==> config.mk <==
export PLATFORM = sky130hd
export DESIGN_NAME = t0_repeat_tx
export DESIGN_NICKNAME = d
export VERILOG_FILES = /design/src/rtl/t0tx_pkg.sv /design/src/rtl/t0tx_datapath.sv /design/src/rtl/t0tx_ctrl.sv /design/src/rtl/t0_repeat_tx.sv
export SDC_FILE = /design/constraint.sdc
export NUM_CORES = 1
export LEC_CHECK = 0
export CAP_MARGIN = 10
export CORE_MARGIN = 3
export CORE_UTILIZATION = 42
export DETAILED_ROUTE_END_ITERATION = 10
export DONT_BUFFER_PORTS = 1
export SLEW_MARGIN = 20
export SYNTH_ARGS = -nofsm -noshare
export SYNTH_HDL_FRONTEND = slang
export SYNTH_SLANG_ARGS = --single-unit
==> constraint.sdc <==
create_clock -name clk -period 1.9 [get_ports clk]
set_input_delay 0.285 -clock clk [delete_from_list [all_inputs] [get_ports clk]]
set_output_delay 0.285 -clock clk [all_outputs]
set_load 0.005 [all_outputs]
==> src/rtl/t0tx_pkg.sv <==
package t0tx_pkg;
  // Strobes from the control to the datapath
  typedef struct packed {
    logic load;     // capture a new character
    logic restart;  // clear bit and tick counters
    logic driveEn;  // frame bits may drive the line
  } txStrobe_t;

  // Timing marks from the datapath to the control
  typedef struct packed {
    logic bitEnd;   // last tick of the current bit
    logic midBit;   // sampling tick of the current bit
  } txTiming_t;
endpackage

==> src/rtl/t0tx_datapath.sv <==
module t0tx_datapath
  import t0tx_pkg::*;
#(
  parameter int TICKS_PER_BIT = 4,
  parameter int DATA_W        = 8,
  parameter int CNT_W         = 4
) (
  input  logic              clk,
  input  logic              rstN,
  input  logic              bitTick,
  input  txStrobe_t         strobe,
  input  logic [DATA_W-1:0] chrData,
  output logic [CNT_W-1:0]  bitCnt,
  output txTiming_t         timing,
  output logic              lineDriveLow
);
  localparam int PH_W       = (TICKS_PER_BIT > 1) ? $clog2(TICKS_PER_BIT) : 1;
  localparam int FRAME_BITS = DATA_W + 2;
  localparam logic [PH_W-1:0] PH_LAST = PH_W'(TICKS_PER_BIT - 1);
  localparam logic [PH_W-1:0] PH_MID  = PH_W'(TICKS_PER_BIT / 2);

  logic [PH_W-1:0]   phase;
  logic [DATA_W-1:0] charReg;
  logic              frameBit;

  // Tick phase within a bit and bit position within the frame
  always_ff @(posedge clk) begin
    if (!rstN) begin
      phase  <= '0;
      bitCnt <= '0;
    end else if (strobe.restart) begin
      phase  <= '0;
      bitCnt <= '0;
    end else if (bitTick) begin
      if (phase == PH_LAST) begin
        phase  <= '0;
        bitCnt <= bitCnt + 1'b1;
      end else begin
        phase <= phase + 1'b1;
      end
    end
  end

  always_ff @(posedge clk) begin
    if (!rstN)            charReg <= '0;
    else if (strobe.load) charReg <= chrData;
  end

  always_comb begin
    timing.bitEnd = bitTick && (phase == PH_LAST);
    timing.midBit = bitTick && (phase == PH_MID);
  end

  // Frame bit: start (0), data LSB first, then even parity
  always_comb begin
    frameBit = 1'b0;
    for (int i = 0; i < DATA_W; i++) begin
      if (bitCnt == CNT_W'(i + 1)) frameBit = charReg[i];
    end
    if (bitCnt == CNT_W'(DATA_W + 1)) frameBit = ^charReg;
  end

  assign lineDriveLow = strobe.driveEn & ~frameBit;

  // the line is only pulled low inside the driven part of a frame
  assert_drive_in_frame_R3: assert property (@(posedge clk) disable iff (!rstN)
    lineDriveLow |-> (bitCnt < CNT_W'(FRAME_BITS)));
endmodule

==> src/rtl/t0tx_ctrl.sv <==
module t0tx_ctrl
  import t0tx_pkg::*;
#(
  parameter int DATA_W = 8,
  parameter int ITER_W = 3,
  parameter int CNT_W  = 4
) (
  input  logic              clk,
  input  logic              rstN,
  input  logic              chrValid,
  input  logic [ITER_W-1:0] maxIter,
  input  logic              lineIn,
  input  txTiming_t         timing,
  input  logic [CNT_W-1:0]  bitCnt,
  output txStrobe_t         strobe,
  output logic              chrReady,
  output logic              busy,
  output logic              iterErr
);
  localparam int FRAME_BITS = DATA_W + 2;
  localparam logic [CNT_W-1:0] LAST_SEND = CNT_W'(FRAME_BITS - 1);
  localparam logic [CNT_W-1:0] GUARD1    = CNT_W'(FRAME_BITS);
  localparam logic [CNT_W-1:0] GUARD_END = CNT_W'(FRAME_BITS + 1);
  localparam logic [CNT_W-1:0] NACK_END  = CNT_W'(FRAME_BITS + 2);

  typedef enum logic [1:0] {ST_IDLE, ST_SEND, ST_GUARD} txState_e;

  txState_e          state;
  logic [ITER_W-1:0] repCnt;
  logic [ITER_W-1:0] maxIterQ;
  logic              nack;
  logic              lastSendBit, guardDone, canRepeat, doRepeat;

  always_comb begin
    lastSendBit    = timing.bitEnd && (bitCnt == LAST_SEND);
    guardDone      = timing.bitEnd && (bitCnt == (nack ? NACK_END : GUARD_END));
    canRepeat      = nack && (maxIterQ != '0) && (repCnt < maxIterQ);
    doRepeat       = (state == ST_GUARD) && guardDone && canRepeat;
    strobe.load    = (state == ST_IDLE) && chrValid;
    strobe.restart = strobe.load || doRepeat;
    strobe.driveEn = (state == ST_SEND);
  end

  always_ff @(posedge clk) begin
    if (!rstN) begin
      state    <= ST_IDLE;
      repCnt   <= '0;
      maxIterQ <= '0;
      nack     <= 1'b0;
      iterErr  <= 1'b0;
    end else begin
      unique case (state)
        ST_IDLE: if (strobe.load) begin
          state    <= ST_SEND;
          repCnt   <= '0;
          maxIterQ <= maxIter;
          iterErr  <= 1'b0;
        end
        ST_SEND: if (lastSendBit) begin
          state <= ST_GUARD;
          nack  <= 1'b0;
        end
        ST_GUARD: begin
          if (timing.midBit && (bitCnt == GUARD1)) nack <= ~lineIn;
          if (guardDone) begin
            if (canRepeat) begin
              state  <= ST_SEND;
              repCnt <= repCnt + 1'b1;
            end else begin
              state <= ST_IDLE;
              if (nack && (maxIterQ != '0)) iterErr <= 1'b1;
            end
          end
        end
        default: state <= ST_IDLE;
      endcase
    end
  end

  assign chrReady = (state == ST_IDLE);
  assign busy     = (state != ST_IDLE);

  assert_rep_bound_R6: assert property (@(posedge clk) disable iff (!rstN)
    repCnt <= maxIterQ);

  assert_no_repeat_off_R5: assert property (@(posedge clk) disable iff (!rstN)
    (maxIterQ == '0) |-> (repCnt == '0) && !iterErr);

  assert_err_cause_R7: assert property (@(posedge clk) disable iff (!rstN)
    $rose(iterErr) |-> $past(nack) && ($past(maxIterQ) != '0) && ($past(repCnt) == $past(maxIterQ)));

  assert_clear_on_load_R8: assert property (@(posedge clk) disable iff (!rstN)
    strobe.load |=> (!iterErr && (repCnt == '0)));

  assert_repeat_after_nack_R4: assert property (@(posedge clk) disable iff (!rstN)
    ((state == ST_SEND) && ($past(state) == ST_GUARD)) |-> $past(nack));
endmodule

==> src/rtl/t0_repeat_tx.sv <==
module t0_repeat_tx
  import t0tx_pkg::*;
#(
  parameter int TICKS_PER_BIT = 4,
  parameter int DATA_W        = 8,
  parameter int ITER_W        = 3
) (
  input  logic              clk,
  input  logic              rstN,
  input  logic              bitTick,
  input  logic [DATA_W-1:0] chrData,
  input  logic              chrValid,
  output logic              chrReady,
  input  logic [ITER_W-1:0] maxIter,
  input  logic              lineIn,
  output logic              lineDriveLow,
  output logic              busy,
  output logic              iterErr
);
  localparam int CNT_W = $clog2(DATA_W + 2 + 3);

  txStrobe_t        strobe;
  txTiming_t        timing;
  logic [CNT_W-1:0] bitCnt;

  t0tx_ctrl #(.DATA_W(DATA_W), .ITER_W(ITER_W), .CNT_W(CNT_W)) u_ctrl (
    .clk(clk), .rstN(rstN), .chrValid(chrValid), .maxIter(maxIter),
    .lineIn(lineIn), .timing(timing), .bitCnt(bitCnt), .strobe(strobe),
    .chrReady(chrReady), .busy(busy), .iterErr(iterErr)
  );

  t0tx_datapath #(.TICKS_PER_BIT(TICKS_PER_BIT), .DATA_W(DATA_W), .CNT_W(CNT_W)) u_dp (
    .clk(clk), .rstN(rstN), .bitTick(bitTick), .strobe(strobe),
    .chrData(chrData), .bitCnt(bitCnt), .timing(timing),
    .lineDriveLow(lineDriveLow)
  );
endmodule

==> impl_metrics.tcl, run 1 <==
set metrics [dict create \
    place_congestion 0.842 \
    mappedNetlistArea_mm2 0.00142 \
    crit_chain "buf_4 -> buf_4 -> ha_1 -> nor3b_1 -> o32ai_2" \
    first_global_vias 1230 \
    cts_tree "done" \
    clk_path_buf_depth 2 \
    via_count 1158 \
    post-place-cells 206 \
    crit_path_start "u_dp.bitCnt[1]" \
    p_total_mw 1.05 \
    ys_seq_elements 24 \
    crit_family "flip-flops" \
    cap_violations 0 \
    initial_core_util_pct 45.2 \
    path_max_fanout 5 \
    finalHoldViolCount 0 \
    p_sw_share_pct 23.4 \
    cpMostUsedCell "buf_4" \
    p_per_area_mw_per_mm2 614 \
    clockPowerShare_pct 35.4 \
    htreeDepth 1 \
    clk_pin_slew_ns 0.13 \
    top_layer_used "met4" \
    routedWlPerCell_um 14.7 \
    design.core.area_mm2 0.00313 \
    die_h_um 64.0 \
    p_leak_nw 0.597 \
    rsz0062_at_grt "yes" \
    setup_violations 1 \
    internal_power_uw 801 \
    nNetsFinal 199 \
    rows 20 \
    hold_start "bitTick" \
    dp.final_hpwl_um 2340 \
    worst_slew_pin_slew_ns 0.666 \
    drtIter0Drc 24 \
    synthDistinctLibCells 45 \
    ios 20 \
    fmax_ghz 0.508 \
    vias_per_cell 5.34 \
    r2r_start "u_ctrl.maxIterQ[2]" \
    ys.flop_type "dfxtp_1" \
    postSynthCellCount 161 \
    required_ns 1.62 \
    diodes 0 \
    die-area_mm2 0.00410 \
    p_comb_share_pct 13.1 \
    cts.sinks 24 \
    status "finished with violations" \
    clock_skew_ns 0.00926 \
    post-route-period-util_pct 104 \
    whs_ns 0.0486 \
    seqPwrFrac_pct 51.5 \
    seq_area_frac_synth_pct 34.0 \
    layout-drive-gt1-share_pct 24.9 \
    irDropWorstVdd_uv 301 \
    m1WireLength_um 1380 \
    syn_nets 186 \
    port_buffers 0 \
    wl_met2_um 1660 \
    grt_use_total_pct 17.0 \
    dr_wl_met3_um 75 \
    area_delta_synth_final_pct 20.3 \
    pre_cts_ws_ns -0.0336 \
    first_pass_iters 3 \
    violations "setup timing" \
    synth_edf_count 0 \
    hold_path.class "in2reg" \
    cpPeakStageDelay_ns 0.35 \
    async_flop_share_pct 0 \
    cts_made_buffers 3 \
    switchingPower_uw 245 \
    min_period_ns 1.97 \
    antenna_left 0 \
    path_class "reg2out" \
    arrival_ns 1.68 \
    grt_antenna_before_repair 0 \
    wl_um 3180 \
    fp.dieW_um 64.0 \
    drc 0 \
    overflow 0 \
    setup_ws_ns -0.0689 \
    syn_area_per_cell_um2 8.79 \
    grt_max_degree 21 \
    start_kind "register" \
    r2r_slack_ns 0.09 \
    finalMaxSlewViolations 0 \
    critPathBufInv 2 \
    yosysWarningCount 0 \
    final_cell_area_mm2 0.00170 \
    clock_latency_ns 0.31 \
    cp_slowest_cell "dfxtp_2" \
    post_dp_cell_area_mm2 0.00148 \
    crit_path_end_kind "output port" \
    max_slew_margin_pct 55.5 \
    grt_pass1_wl_um 5610 \
    root_buffer "clkbuf_4" \
    fin_cells 217 \
]
==> through the flow <==
step | setup TNS [ns] | util, %
floorplan | 0 | -
global placement | 0 | 47.4
detailed placement | -0.0348 | 47.4
CTS | -0.0938 | 53.0
global route | -0.170 | 54.4
finish | -0.0689 | 54.4
==> sequential cells by signal, indices dropped and copies added, names as in the netlist <==
register / flops
u_ctrl.iterErr: 1
u_ctrl.maxIterQ: 3
u_ctrl.nack: 1
u_ctrl.repCnt: 3
u_ctrl.state: 2
u_dp.bitCnt: 4
u_dp.charReg: 8
u_dp.phase: 2
==> cells in the mapped netlist, types with 2 or more instances <==
cell,n,area share (%)
nor2b_1,3,1.3
nor3_1,2,0.71
o21a_1,3,1.6
inv_1,10,2.7
a211oi_1,2,1.1
mux2i_1,3,2.1
nor2_1,6,1.6
o311ai_1,2,1.2
or4_1,2,1.1
nand4b_1,3,1.9
nand3b_1,2,1.1
dfxtp_1,24,34
nand3_1,4,1.4
clkbuf_1,3,0.80
xor2_1,2,1.2
nand2_1,28,7.4
xnor2_1,8,5.0
and2_1,3,1.3
a21oi_1,6,2.1
a21boi_1,7,3.7
ha_1,9,8.0
a21boi_0,6,3.2
==> per-layer routing <==
metal / vias up / track usage, %
met5: - / 0
li1: 588 / -
met1: 554 / 20.2
met4: 0 / 7.82
met3: 6 / 2.46
met2: 10 / 29.9
==> placed cells by master (no fill, tap or decap), types with 3 or more instances in the layout <==
cell type	n
mux2i_1	3
and2_1	3
buf_4	12
clkbuf_4	3
a21oi_1	5
ha_4	3
nand2_1	27
ha_1	5
nor2b_1	3
xnor2_1	8
nand3_1	4
a21boi_0	6
a21boi_1	7
o21a_1	3
nand4b_1	3
inv_1	7
nor2_1	6
dfxtp_1	20
==> cell type report <==
class / count / area, um^2
clock buffers: 3 / 22.5
clock inverters: 1 / 30.0
fillers: 307 / 1430
inverters: 10 / 40.0
multi-input cells: 122 / 963
flip-flops and latches: 24 / 490
well taps: 44 / 55.1
repair buffers: 13 / 101
==> power groups by stage <==
stage                     Sequential (mW)  Clock [mW]  Combinational [mW]
after floorplan                     0.546           0               0.104
after global placement              0.550           0               0.116
after detailed placement            0.551           0               0.121
after CTS                           0.539       0.382               0.133
after global routing                0.543       0.410               0.152
final                               0.539       0.371               0.137
==> kinds of logic (layout without fill, tap and decap cells) <==
group	count (synthesis)	after routing	share of synthesized area, %
mux	3	3	2.12
fa+ha+maj	9	9	7.96
simple gates	63	63	23.5
xor+xnor	10	10	6.19
flops	24	24	34.0
compound gates	37	37	21.2
buf+inv	15	27	5.04
==> repair_timing <==
item | in CTS | in global routing
setup endpoints to repair | 3 | 6
gates cloned | 0 | 0
hold buffers | 0 | 0
resized for setup | 21 | 7
hold endpoints to repair | 0 | 0
pin swaps | 6 | 8
buffers inserted | 6 | 1
==> path summary, 6_finish.rpt <==
| kind | to | depth (start not counted) |
|---|---|---|
| min reg2reg | u_dp.charReg[5] | 2 |
| max | lineDriveLow | 5 |
| min | u_dp.phase[1] | 1 |
| max reg2reg | u_ctrl.repCnt[1] | 6 |
No activity file was read; power rests on OpenSTA's default activity.
==> run 2: changes to the inputs <==
Settings changed: CORE_UTILIZATION 42 to 40.
==> run 2 against run 1 <==
The flow still finishes with violations (setup timing). Clock-buffer cell count is the same. Sequential share of layout area grew 0.19 points. Non-clock buffer count shrank 3. Register-to-register slack lost 0.06 ns. Utilization shrank 1.6 points. Combinational power shrank 3%. Via count shrank 2.1%. Die area grew 4.5%. Wire length shrank 3.6%. Critical path type unchanged. Largest cell class unchanged. Highest routed layer unchanged.
==> impl_metrics.tcl, run 2 (synthesis results as in run 1) <==
set metrics [dict create \
    start_kind "register" \
    reg.largest.list "u_dp.charReg x8, u_dp.bitCnt x4" \
    switchingPower_uw 239 \
    path_max_fanout 4 \
    wl_um 3070 \
    first_global_vias 1165 \
    fillers 327 \
    min_period_ns 2.01 \
    max_slew_margin_pct 59.1 \
    mostFrequentLayoutCells "28 x nand2_1, 20 x dfxtp_1, 9 x buf_4, 8 x xnor2_1" \
    initial_core_util_pct 44.2 \
    area_delta_synth_final_pct 19.5 \
    cpPeakStageDelay_ns 0.38 \
    drtIter0Drc 54 \
    drc 0 \
    grt_antenna_before_repair 0 \
    die_h_um 65.5 \
    dp.final_hpwl_um 2310 \
    clk_pin_slew_ns 0.13 \
    crit_chain "inv_4 -> ha_4 -> nand3b_1 -> a22o_1 -> a2111oi_4 -> o32ai_2" \
    cp_slowest_cell "dfxtp_4" \
    place_congestion 0.890 \
    setup_ws_ns -0.105 \
    finalMaxSlewViolations 0 \
    clockPowerShare_pct 35.4 \
    antenna_left 0 \
    mostFrequentLayoutCell "nand2_1" \
    rsz0062_at_grt "yes" \
    p_total_mw 1.04 \
    grt_pass1_wl_um 5180 \
    die-area_mm2 0.00429 \
    seqPwrFrac_pct 51.8 \
    internal_power_uw 799 \
    root_buffer "clkbuf_4" \
    cts_made_buffers 3 \
    finalHoldViolCount 0 \
    hold_buffers 0 \
    arrival_ns 1.72 \
    grt_max_degree 21 \
    cap_violations 0 \
    via_count 1134 \
    pre_cts_ws_ns -0.00497 \
    p_leak_nw 0.585 \
    design.core.area_mm2 0.00320 \
    diodes 0 \
    worst_slew_pin_slew_ns 0.612 \
    grt_use_total_pct 15.3 \
    clock_latency_ns 0.31 \
    rows 20 \
    first_pass_iters 4 \
    clk_path_buf_depth 2 \
    overflow 0 \
    clock_skew_ns 0.00846 \
    hold_path.class "in2reg" \
    post-route-period-util_pct 106 \
    port_buffers 0 \
    required_ns 1.62 \
    irDropWorstVdd_uv 226 \
    cts.sinks 24 \
    vias_per_cell 5.30 \
    post_dp_cell_area_mm2 0.00148 \
    p_comb_share_pct 12.8 \
    nNetsFinal 196 \
    violations "setup timing" \
    final_cell_area_mm2 0.00169 \
    layout-drive-gt1-share_pct 22.4 \
    cts_tree "done" \
    p_per_area_mw_per_mm2 614 \
    path_class "reg2out" \
    setup_violations 1 \
    fp.dieW_um 65.5 \
    ios 20 \
    routedWlPerCell_um 14.3 \
    largest_reg_flops 8 \
    top_register "u_dp.charReg" \
    htreeDepth 1 \
    p_sw_share_pct 23.1 \
    status "finished with violations" \
    fmax_ghz 0.499 \
    crit_path_end_kind "output port" \
]
==> run 2: what timing repair did <==
| action | 4_1_cts | 5_1_grt |
|---|---|---|
| setup buffers | 4 | 0 |
| setup endpoints to repair | 3 | 5 |
| gates resized for setup | 21 | 8 |
| pin swaps | 6 | 6 |
==> run 2: stage by stage <==
stage | std cells | TNS [ns] | hold WS, ns | util [%]
after floorplan | 161 | 0 | 0.380 | -
after global placement | 206 | 0 | 0.386 | 46.3
after detailed placement | 206 | -0.00497 | 0.384 | 46.3
after CTS | 214 | -0.127 | 0.0307 | 51.3
after global routing | 214 | -0.272 | 0.0355 | 52.8
final | 214 | -0.105 | 0.0507 | 52.8
==> run 2: final cells by class <==
class	count	area, um^2	area share (%)
Multi-Input combinational cell	122	972	57.5
Timing Repair Buffer	10	78.8	4.66
Inverter	10	42.5	2.51
Tap cell	44	55.1	3.25
Clock buffer	3	22.5	1.33
Sequential cell	24	490	29.0
Clock inverter	1	30.0	1.78
==> run 2: path summary, 6_finish.rpt <==
| check | startpoint | endpoint | slack (ns) | depth (start not counted) |
|---|---|---|---|---|
| setup / recovery | u_dp.bitCnt[1] | lineDriveLow | -0.11 | 6 |
| hold / removal | bitTick | u_dp.phase[1] | 0.05 | 1 |
| setup reg to reg | u_dp.bitCnt[1] | u_ctrl.repCnt[0] | 0.03 | 6 |
| hold reg to reg | u_ctrl.maxIterQ[1] | u_ctrl.maxIterQ[1] | 0.49 | 2 |
==> run 2: critical path, delay by kind of cell (launching register included) <==
kind | cells | cell delay (ns)
compound gates | 3 | 0.67
fa+ha+maj | 1 | 0.16
buf+inv | 1 | 0.04
flops | 1 | 0.38
simple gates | 1 | 0.15
==> run 2: layer usage <==
| layer | GRT usage (%) | share of wire, % | vias up |
|---|---|---|---|
| li1 | - | - | 579 |
| met2 | 26.0 | 50 | 16 |
| met1 | 19.1 | 46 | 535 |
| met4 | 5.96 | 1.2 | 0 |
| met5 | 0 | 0 | - |
| met3 | 2.39 | 3.1 | 4 |
==> run 2: power groups by stage <==
stage	logic [mW]	registers, mW	clock network (mW)
floorplan	0.104	0.546	0
global placement	0.117	0.550	0
detailed placement	0.121	0.550	0
CTS	0.132	0.537	0.383
global route	0.150	0.541	0.402
finish	0.133	0.537	0.368
